$ cat src/rtl/hbhr_pkg.sv
package hbhr_pkg;

  localparam int HB_DW    = 16;
  localparam int HB_TW    = 16;
  localparam int HB_TFRAC = 14;

  // which half of a complex value a shared unit is working on this cycle
  typedef enum logic {
    PART_REAL = 1'b0,
    PART_IMAG = 1'b1
  } hb_part_e;

endpackage

$ cat src/rtl/hbhr_addsub.sv
module hbhr_addsub #(
  parameter int DW = 16
) (
  input  logic signed [DW-1:0] a_i,
  input  logic signed [DW-1:0] b_i,
  output logic signed [DW-1:0] sum_o,
  output logic signed [DW:0]   diff_o
);

  localparam int XW = DW + 1;
  localparam logic signed [DW-1:0] MAXV = {1'b0, {(DW-1){1'b1}}};
  localparam logic signed [DW-1:0] MINV = {1'b1, {(DW-1){1'b0}}};

  logic signed [XW-1:0] a_x;
  logic signed [XW-1:0] b_x;
  logic signed [XW-1:0] sum_x;

  always_comb begin
    a_x    = XW'(a_i);
    b_x    = XW'(b_i);
    sum_x  = a_x + b_x;
    diff_o = a_x - b_x;
    if (sum_x[XW-1] != sum_x[XW-2]) begin
      sum_o = sum_x[XW-1] ? MINV : MAXV;
    end else begin
      sum_o = sum_x[DW-1:0];
    end
  end

endmodule

$ cat src/rtl/hbhr_rotmac.sv
module hbhr_rotmac
  import hbhr_pkg::*;
#(
  parameter int DW    = 16,
  parameter int ZW    = 17,
  parameter int TW    = 16,
  parameter int TFRAC = 14,
  parameter bit ROUND = 1'b1
) (
  input  hb_part_e             part_i,
  input  logic signed [ZW-1:0] za_i,
  input  logic signed [ZW-1:0] zb_i,
  input  logic signed [TW-1:0] ta_i,
  input  logic signed [TW-1:0] tb_i,
  output logic signed [DW-1:0] y_o
);

  localparam int PW = ZW + TW;
  localparam int AW = PW + 1;
  localparam logic signed [AW-1:0] MAXV = (AW'(1) <<< (DW-1)) - AW'(1);
  localparam logic signed [AW-1:0] MINV = -(AW'(1) <<< (DW-1));

  logic signed [PW-1:0] za_x, zb_x, ta_x, tb_x;
  logic signed [PW-1:0] prod_a, prod_b;
  logic signed [AW-1:0] acc;
  logic signed [AW-1:0] biased;
  logic signed [AW-1:0] scaled;

  always_comb begin
    za_x   = PW'(za_i);
    zb_x   = PW'(zb_i);
    ta_x   = PW'(ta_i);
    tb_x   = PW'(tb_i);
    prod_a = za_x * ta_x;
    prod_b = zb_x * tb_x;
    if (part_i == PART_REAL) begin
      acc = AW'(prod_a) - AW'(prod_b);
    end else begin
      acc = AW'(prod_a) + AW'(prod_b);
    end
  end

  generate
    if (ROUND) begin : g_round
      localparam logic signed [AW-1:0] BIAS = AW'(1) <<< (TFRAC-1);
      assign biased = acc + BIAS;
    end else begin : g_trunc
      assign biased = acc;
    end
  endgenerate

  always_comb begin
    scaled = biased >>> TFRAC;
    if (scaled > MAXV) begin
      y_o = MAXV[DW-1:0];
    end else if (scaled < MINV) begin
      y_o = MINV[DW-1:0];
    end else begin
      y_o = scaled[DW-1:0];
    end
  end

endmodule

$ cat src/rtl/hbhr_pe.sv
module hbhr_pe
  import hbhr_pkg::*;
#(
  parameter int DW    = HB_DW,
  parameter int TW    = HB_TW,
  parameter int TFRAC = HB_TFRAC,
  parameter bit ROUND = 1'b1
) (
  input  logic                 clk,
  input  logic                 rst_n,
  input  logic                 pair_first_i,
  input  logic signed [DW-1:0] din_re_i,
  input  logic signed [DW-1:0] din_im_i,
  input  logic signed [TW-1:0] cos_i,
  input  logic signed [TW-1:0] sin_i,
  output logic signed [DW-1:0] dout_re_o,
  output logic signed [DW-1:0] dout_im_o,
  output logic                 dout_first_o
);

  localparam int ZW = DW + 1;

  // pair phase pipeline: f1 = X1 cycle, f2 = one later, f3 = two later
  logic ph1_q, ph2_q, ph3_q;

  logic signed [DW-1:0] x0re_q, x0im_q, x1im_q;
  logic signed [TW-1:0] tc_q, ts_q;
  logic signed [ZW-1:0] zr_q, zi_q;
  logic signed [DW-1:0] yr0_q, yr1_q;
  logic signed [DW-1:0] ore_q, oim_q;
  logic                 ofirst_q;

  logic signed [DW-1:0] ore_d, oim_d;
  logic                 x0_en, mid_en, late_en, out_en;

  hb_part_e             bf_part, rot_part;
  logic signed [DW-1:0] bf_a, bf_b, bf_sum;
  logic signed [ZW-1:0] bf_diff;
  logic signed [ZW-1:0] rot_zb;
  logic signed [TW-1:0] rot_ta, rot_tb;
  logic signed [DW-1:0] rot_y;

  // operand steering for the shared units
  always_comb begin
    bf_part  = ph2_q ? PART_IMAG : PART_REAL;
    rot_part = ph3_q ? PART_IMAG : PART_REAL;
    bf_a     = (bf_part == PART_IMAG) ? x0im_q : x0re_q;
    bf_b     = (bf_part == PART_IMAG) ? x1im_q : din_re_i;
    // real rotation runs alongside the imaginary difference (not yet stored)
    rot_zb   = (rot_part == PART_IMAG) ? zi_q : bf_diff;
    rot_ta   = (rot_part == PART_IMAG) ? ts_q : tc_q;
    rot_tb   = (rot_part == PART_IMAG) ? tc_q : ts_q;
  end

  hbhr_addsub #(.DW(DW)) u_bfly (
    .a_i    (bf_a),
    .b_i    (bf_b),
    .sum_o  (bf_sum),
    .diff_o (bf_diff)
  );

  hbhr_rotmac #(
    .DW    (DW),
    .ZW    (ZW),
    .TW    (TW),
    .TFRAC (TFRAC),
    .ROUND (ROUND)
  ) u_rot (
    .part_i (rot_part),
    .za_i   (zr_q),
    .zb_i   (rot_zb),
    .ta_i   (rot_ta),
    .tb_i   (rot_tb),
    .y_o    (rot_y)
  );

  // next-state and enables
  always_comb begin
    x0_en   = pair_first_i;
    mid_en  = ph1_q;
    late_en = ph2_q;
    out_en  = ph2_q | ph3_q;
    if (ph2_q) begin
      ore_d = yr0_q;
      oim_d = bf_sum;
    end else begin
      ore_d = yr1_q;
      oim_d = rot_y;
    end
  end

  always_ff @(posedge clk or negedge rst_n) begin
    if (!rst_n) begin
      ph1_q    <= 1'b0;
      ph2_q    <= 1'b0;
      ph3_q    <= 1'b0;
      ofirst_q <= 1'b0;
    end else begin
      ph1_q    <= pair_first_i;
      ph2_q    <= ph1_q;
      ph3_q    <= ph2_q;
      ofirst_q <= ph2_q;
    end
  end

  always_ff @(posedge clk or negedge rst_n) begin
    if (!rst_n) begin
      x0re_q <= '0;
      x0im_q <= '0;
    end else if (x0_en) begin
      x0re_q <= din_re_i;
      x0im_q <= din_im_i;
    end
  end

  always_ff @(posedge clk or negedge rst_n) begin
    if (!rst_n) begin
      x1im_q <= '0;
      tc_q   <= '0;
      ts_q   <= '0;
      zr_q   <= '0;
      yr0_q  <= '0;
    end else if (mid_en) begin
      x1im_q <= din_im_i;
      tc_q   <= cos_i;
      ts_q   <= sin_i;
      zr_q   <= bf_diff;
      yr0_q  <= bf_sum;
    end
  end

  always_ff @(posedge clk or negedge rst_n) begin
    if (!rst_n) begin
      zi_q  <= '0;
      yr1_q <= '0;
    end else if (late_en) begin
      zi_q  <= bf_diff;
      yr1_q <= rot_y;
    end
  end

  always_ff @(posedge clk or negedge rst_n) begin
    if (!rst_n) begin
      ore_q <= '0;
      oim_q <= '0;
    end else if (out_en) begin
      ore_q <= ore_d;
      oim_q <= oim_d;
    end
  end

  assign dout_re_o    = ore_q;
  assign dout_im_o    = oim_q;
  assign dout_first_o = ofirst_q;

endmodule

$ cat config.mk
export PLATFORM = sky130hd
export DESIGN_NAME = hbhr_pe
export DESIGN_NICKNAME = d
export VERILOG_FILES = /design/src/rtl/hbhr_pkg.sv /design/src/rtl/hbhr_addsub.sv /design/src/rtl/hbhr_rotmac.sv /design/src/rtl/hbhr_pe.sv
export SDC_FILE = /design/constraint.sdc
export NUM_CORES = 2
export LEC_CHECK = 0
export BUFFER_PORTS_ARGS = -buffer_cell sky130_fd_sc_hd__buf_2
export CORE_MARGIN = 2
export CORE_UTILIZATION = 30
export CTS_CLUSTER_DIAMETER = 30
export DETAILED_ROUTE_END_ITERATION = 7
export PLACE_DENSITY = 0.44
export SYNTH_ARGS = -nofsm -noshare
export SYNTH_HDL_FRONTEND = slang
export SYNTH_SLANG_ARGS = --single-unit
$ cat constraint.sdc
create_clock -name clk -period 26.5 [get_ports clk]
set_input_delay 1.325 -clock clk [delete_from_list [all_inputs] [get_ports clk]]
set_output_delay 1.325 -clock clk [all_outputs]
set_load 0.05 [all_outputs]
## Word-level counts from Yosys, hierarchy flattened

Cells that the tools add are included.

- RAM bits: 0
- Memories kept: 0
- Word-level logic and storage cells: 39
- Output and inout port bits: 33
- Bits in registers: 181
- Bits in read-only memories: 0
- Bits in latches: 0

- Add/subtract/negate cells: 5
- Shift-type cells: 0
- $lt $le $gt $ge: 2
- Div/mod/pow operators: 0
- Mux-type cells: 14
- Equality and inequality tests: 1
- Multipliers: 2
- Reduce and logical (&&, ||, !) cells: 0
- Bitwise gates (word level): 1

Operators by type and width:

| kind | number |
|---|---|
| 16-bit two-way mux | 10 |
| 17-bit by 16-bit multiplier with 33-bit output | 2 |
| 33-bit by 33-bit adder with 34-bit output | 1 |
| 34-bit by 15-bit adder with 34-bit output, second input constant | 1 |
| 34-bit two-way mux | 1 |
| 33-bit by 33-bit subtractor with 34-bit output | 1 |
| 20-bit by 16-bit greater-than comparator with 1-bit output, second input constant | 1 |
| 20-bit by 16-bit < comparator with 1-bit output, second input constant | 1 |
| 16-bit by 16-bit adder with 17-bit output | 1 |
| 17-bit two-way mux | 1 |
| 16-bit by 16-bit subtractor with 17-bit output | 1 |
| 1-bit two-way mux | 2 |
| 1-bit != test | 1 |
| 1-bit OR | 1 |

## Longest topological paths before layout

- Depth in word-level cells: 12
- Depth in mapped cells: 61

## Cells and area by module

Synthesis repeated with hierarchy kept, for this count alone.

- Cell total of the unflattened synthesis: 3642
- Area, all modules: 34748.3 um^2

By module, submodules not included:

| module | area an instance (um^2) | instances | cells an instance | sequential area each (um^2) |
|---|---|---|---|---|
| hbhr_rotmac | 24185.7 | 1 | 2794 | 0.0 |
| hbhr_pe | 8212.9 | 1 | 540 | 4529.3 |
| hbhr_addsub | 2349.8 | 1 | 308 | 0.0 |

## Worst setup path before layout

OpenSTA, ideal clock, no wires.

- Path type: input-to-reg
- Start: input din_re_i[1]
- End: register yr1_q[10]
- Slack: 12.887 ns
- Path buffers: 2
- Required time: 26.435 ns
- Stages on the path: 49
- Arrival: 13.547 ns
- Path through: mux2i_1 > ha_1 > nor2b_1 > o21ai_0 > a21oi_1 > o21ai_0 > a21oi_1 > o21ai_0 > a21oi_1 > o21ai_0 > a21boi_0 > o21ai_0 > a21boi_0 > o31a_1 > a211oi_1 > o21ai_0 > fa_1 > fa_1 > [13 not listed] > nor2b_1 > nand2_1 > nor4b_1 > a21oi_1 > xor2_1 > ha_1 > clkbuf_1 > a21o_1 > nor2_1 > a22oi_1 > o211ai_1 > or4_1 > or4_1 > a311o_1 > and2_1 > buf_6 > o21ai_4 > o22a_1

- Cells in the longest elaborated chain, start to end: 10

Ends and longest elaborated chain:

| item | line | source |
|---|---|---|
| start: declaration | hbhr_pe.sv:12 | `input logic signed [DW-1:0] din_re_i,` |
| 16-bit two-way mux (*) | hbhr_pe.sv:48 | `bf_b = (bf_part == PART_IMAG) ? x1im_q : din_re_i;` |
| 16-bit by 16-bit subtractor with 17-bit output (*) | hbhr_addsub.sv:22 | `diff_o = a_x - b_x;` |
| 17-bit two-way mux (*) | hbhr_pe.sv:50 | `rot_zb = (rot_part == PART_IMAG) ? zi_q : bf_diff;` |
| 17-bit by 16-bit multiplier with 33-bit output (*) | hbhr_rotmac.sv:35 | `prod_b = zb_x * tb_x;` |
| 33-bit by 33-bit subtractor with 34-bit output or 33-bit by 33-bit adder with 34-bit output (tied branches) | hbhr_rotmac.sv:37, hbhr_rotmac.sv:39 |  |
| 34-bit two-way mux (*) | hbhr_rotmac.sv:36 | `if (part_i == PART_REAL) begin` |
| 34-bit by 15-bit adder with 34-bit output (*) | hbhr_rotmac.sv:46 | `assign biased = acc + BIAS;` |
| 20-bit by 16-bit < comparator with 1-bit output | hbhr_rotmac.sv:56 | `end else if (scaled < MINV) begin` |
| 16-bit two-way mux | hbhr_rotmac.sv:56 |  |
| 16-bit two-way mux (*) | hbhr_rotmac.sv:54 | `if (scaled > MAXV) begin` |
| end signal: assignment | hbhr_pe.sv:138 | `yr1_q <= rot_y;` |
| end: declaration | hbhr_pe.sv:29 | `logic signed [DW-1:0] yr0_q, yr1_q;` |

Every way passes the cells marked *; elsewhere a longest branch is shown, timed or not.
A chain may end at the register's enable or synchronous reset.

## Worst setup path after layout

- Start: register ph2_q, in the netlist late_en
- End: register oim_q[0], in the netlist dout_im_o[0]

- Cells in the longest elaborated chain, start to end: 12

Ends and longest elaborated chain:

| item | line | source |
|---|---|---|
| start: declaration | hbhr_pe.sv:24 | `logic ph1_q, ph2_q, ph3_q;` |
| start signal: assignment | hbhr_pe.sv:100 | `ph2_q <= ph1_q;` |
| 1-bit two-way mux | hbhr_pe.sv:45 | `bf_part = ph2_q ? PART_IMAG : PART_REAL;` |
| 16-bit two-way mux, on equally long branches | hbhr_pe.sv:47, hbhr_pe.sv:48 |  |
| 16-bit by 16-bit subtractor with 17-bit output | hbhr_addsub.sv:22 |  |
| 17-bit two-way mux | hbhr_pe.sv:50 |  |
| 17-bit by 16-bit multiplier with 33-bit output | hbhr_rotmac.sv:35 |  |
| 33-bit by 33-bit subtractor with 34-bit output or 33-bit by 33-bit adder with 34-bit output (tied branches) | hbhr_rotmac.sv:37, hbhr_rotmac.sv:39 |  |
| 34-bit two-way mux | hbhr_rotmac.sv:36 |  |
| 34-bit by 15-bit adder with 34-bit output | hbhr_rotmac.sv:46 |  |
| 20-bit by 16-bit < comparator with 1-bit output | hbhr_rotmac.sv:56 |  |
| 16-bit two-way mux | hbhr_rotmac.sv:56 |  |
| 16-bit two-way mux | hbhr_rotmac.sv:54 |  |
| 16-bit two-way mux | hbhr_pe.sv:83 | `if (ph2_q) begin` |
| end signal: assignment | hbhr_pe.sv:148 | `oim_q <= oim_d;` |
| end: declaration | hbhr_pe.sv:30 | `logic signed [DW-1:0] ore_q, oim_q;` |

Several ways; a longest one is shown, not always the timed one.

==> out/metrics.cfg <==
[outcome]
status = finished clean

[synthesis]
synth_area_leaders = fa_1 (33%), dfrtp_1 (14%), ha_1 (9.0%), inv_1 (7.1%), mux2_2 (5.5%)
ys_types = 79
syn_inst = 3611
ys_seq_area_share_pct = 13.7
synth_flop_cell = dfrtp_1
yosysMostFrequentCell = inv_1
syn-cell-area_um2 = 33100
synth_area_leader_cell = fa_1
yosysWarnings = 0
async_flop_share_pct = 100
ys_top_cells_by_count = inv_1 (628), fa_1 (547), nand2_1 (368)
synth_top_area_share_pct = 33.1
synth_edf_count = 0
synth-seq-cells = 181
syn_nets = 4462
syn_area_per_cell_um2 = 9.16

[die]
start_util_pct = 30.3
core_area_um2 = 109000
rows = 121
die_h_um = 336
die_width_um = 336
ioPinCount = 100
die_area_um2 = 113000

[grt]
grt_pass1_wl_mm = 161
grt_pass1_vias = 26493
antenna_found_initial = 1
track_usage_pct = 18.8
overflow = 0
grt_max_degree = 73

[setup_path]
crit_slowest_cell = dfrtp_4
reg2reg_to = dout_im_o[0]
critical_path_class = flip-flop to flip-flop
r2r_start = late_en
crit_buf_inv = 3
rr_worst_depth = 50
cp-start-kind = flip-flop
crit_family = compound AO/OA/AOI/OAI gates
cp_data_arrival_time_ps = 16030
worstPathMaxFanout = 58
rrSetupSlack_ps = 10880
slowest_delay_ps = 910
crit_start = late_en
worstPathRequired_ps = 26910
end_kind = flip-flop

[timing]
setup_tns_ps = 0
max_freq_ghz = 0.0640
tightestPinTransition_ps = 1130
rsz0062_at_grt = false
skew_ps = 24.8
hold_violations = 0
drv_slew = 0
setup_ws_ps = 10880
final-setup-viol-count = 0
fin_crit_sh_pct = 58.9
post-route-min-period_ps = 15620
maxSlewHeadroom_pct = 22.7

[placed_design]
routabilityCongestion = 0.872
io_buffers = 99
dp_slack_ps = 10680
dp_hpwl_mm = 83.1

[clock_tree]
cts_root_buf = clkbuf_16
cts_hold_buf = 0
clk_pin_slew_ps = 90
cts_made_buffers = 17
clk_latency_ps = 520
cts_buffer_depth = 2
post_cts_resized = 0
cts_tree = yes
cts_setup_buffers = 0
htree_levels = 4
cts_sinks = 181

[finish]
drive_gt1_share_pct = 10.8
final-seq-area_um2 = 4540
area_delta_synth_final_pct = 8.69
multi_input_area_um2 = 25700
fill_cells = 11450
fin_nets = 4490

[drt]
drc_errors = 0
first_pass_iters = 5
drt_iter0_drc = 1484
antenna_left = 0
dr_total_vias = 25031
finalWirelength_mm = 102
vias_per_cell = 4.88
drt-wirelength-per-cell_um = 20.0

[worst_hold_path]
min-delay-start = yr0_q[9]
holdPathStages = 2
min_to = dout_re_o[9]
hold_path.class = flip-flop to flip-flop

[flow_run]
drv_cap = 0

[metal layers]
| metal | GRT usage, % | part of all wire (%) | routed length, µm |
|---|---|---|---|
| met1 | 26.6 | 47 | 48100 |
| met2 | 30.1 | 46 | 46900 |
| met3 | 2.47 | 4.4 | 4480 |
| met4 | 5.56 | 2.9 | 2980 |
| met5 | 0 | 0 | 0 |
[layout by cell type (no fill, tap or decap), drive strengths merged, types with 68 or more instances in the layout]
| cell type | count |
|---|---|
| ha | 237 |
| a21oi | 159 |
| inv | 638 |
| xnor2 | 118 |
| fa | 547 |
| mux2 | 163 |
| o21ai | 100 |
| nand2 | 369 |
| nor2 | 250 |
| dfrtp | 181 |
| nor2b | 69 |
| buf | 149 |
| and2 | 68 |
[tightest hold or removal path: cells and delay by family, from the launching register on]
family | cells | cell delay, ps
AO/OA/AOI/OAI | 1 | 60
flip-flops | 1 | 350
AND/OR/NAND/NOR | 1 | 50
[area by class of cell]
| class | instances | area share, % |
|---|---|---|
| Clock buffer | 17 | 1.18 |
| Inverter | 628 | 6.56 |
| Antenna cell | 2 | 0.0139 |
| Clock inverter | 15 | 0.567 |
| Multi-Input combinational cell | 2661 | 71.5 |
| Timing Repair Buffer | 150 | 2.47 |
| Sequential cell | 181 | 12.6 |
| Tap cell | 1476 | 5.14 |
[logic make-up after synthesis]
group	Yosys count	share of synthesized area, %
buffers and inverters	769	8.77
adders and majority gates	785	42.1
AOI/OAI and AO/OA	522	10.3
DFF	181	13.7
xor gates and xnor gates	150	3.97
muxes	229	7.54
and+or+nand+nor	975	13.6
[registers in the layout, indices dropped and copies added, names as in the netlist, 16 cells and up]
signal     flops
zi_q          17
zr_q          17
dout_im_o     16
dout_re_o     16
tc_q          16
ts_q          16
x0im_q        16
x0re_q        16
x1im_q        16
yr0_q         16
yr1_q         16
[through the flow]
step	util (%)	area, µm²	instances	hold slack (ps)
3_3_place_gp	32.4	35300	5096	462
5_1_grt	32.9	36000	5128	524
2_1_floorplan	-	33100	3611	352
3_5_place_dp	32.4	35300	5096	468
4_1_cts	32.9	36000	5128	488
6_report	32.9	36000	5130	489
[worst max-delay path by stage]
stage | end | slack, ps | cells after the start
finish | dout_im_o[0] | 10880 | 50
global route | dout_im_o[1] | 9510 | 50
CTS | dout_im_o[0] | 10900 | 50
detailed placement | dout_im_o[13] | 10680 | 51
global placement | dout_im_o[12] | 10920 | 49
floorplan | yr1_q[10] | 12890 | 49
Power is not shown: default switching activity piles up to over one toggle a cycle in this logic, so the estimate is an artifact.
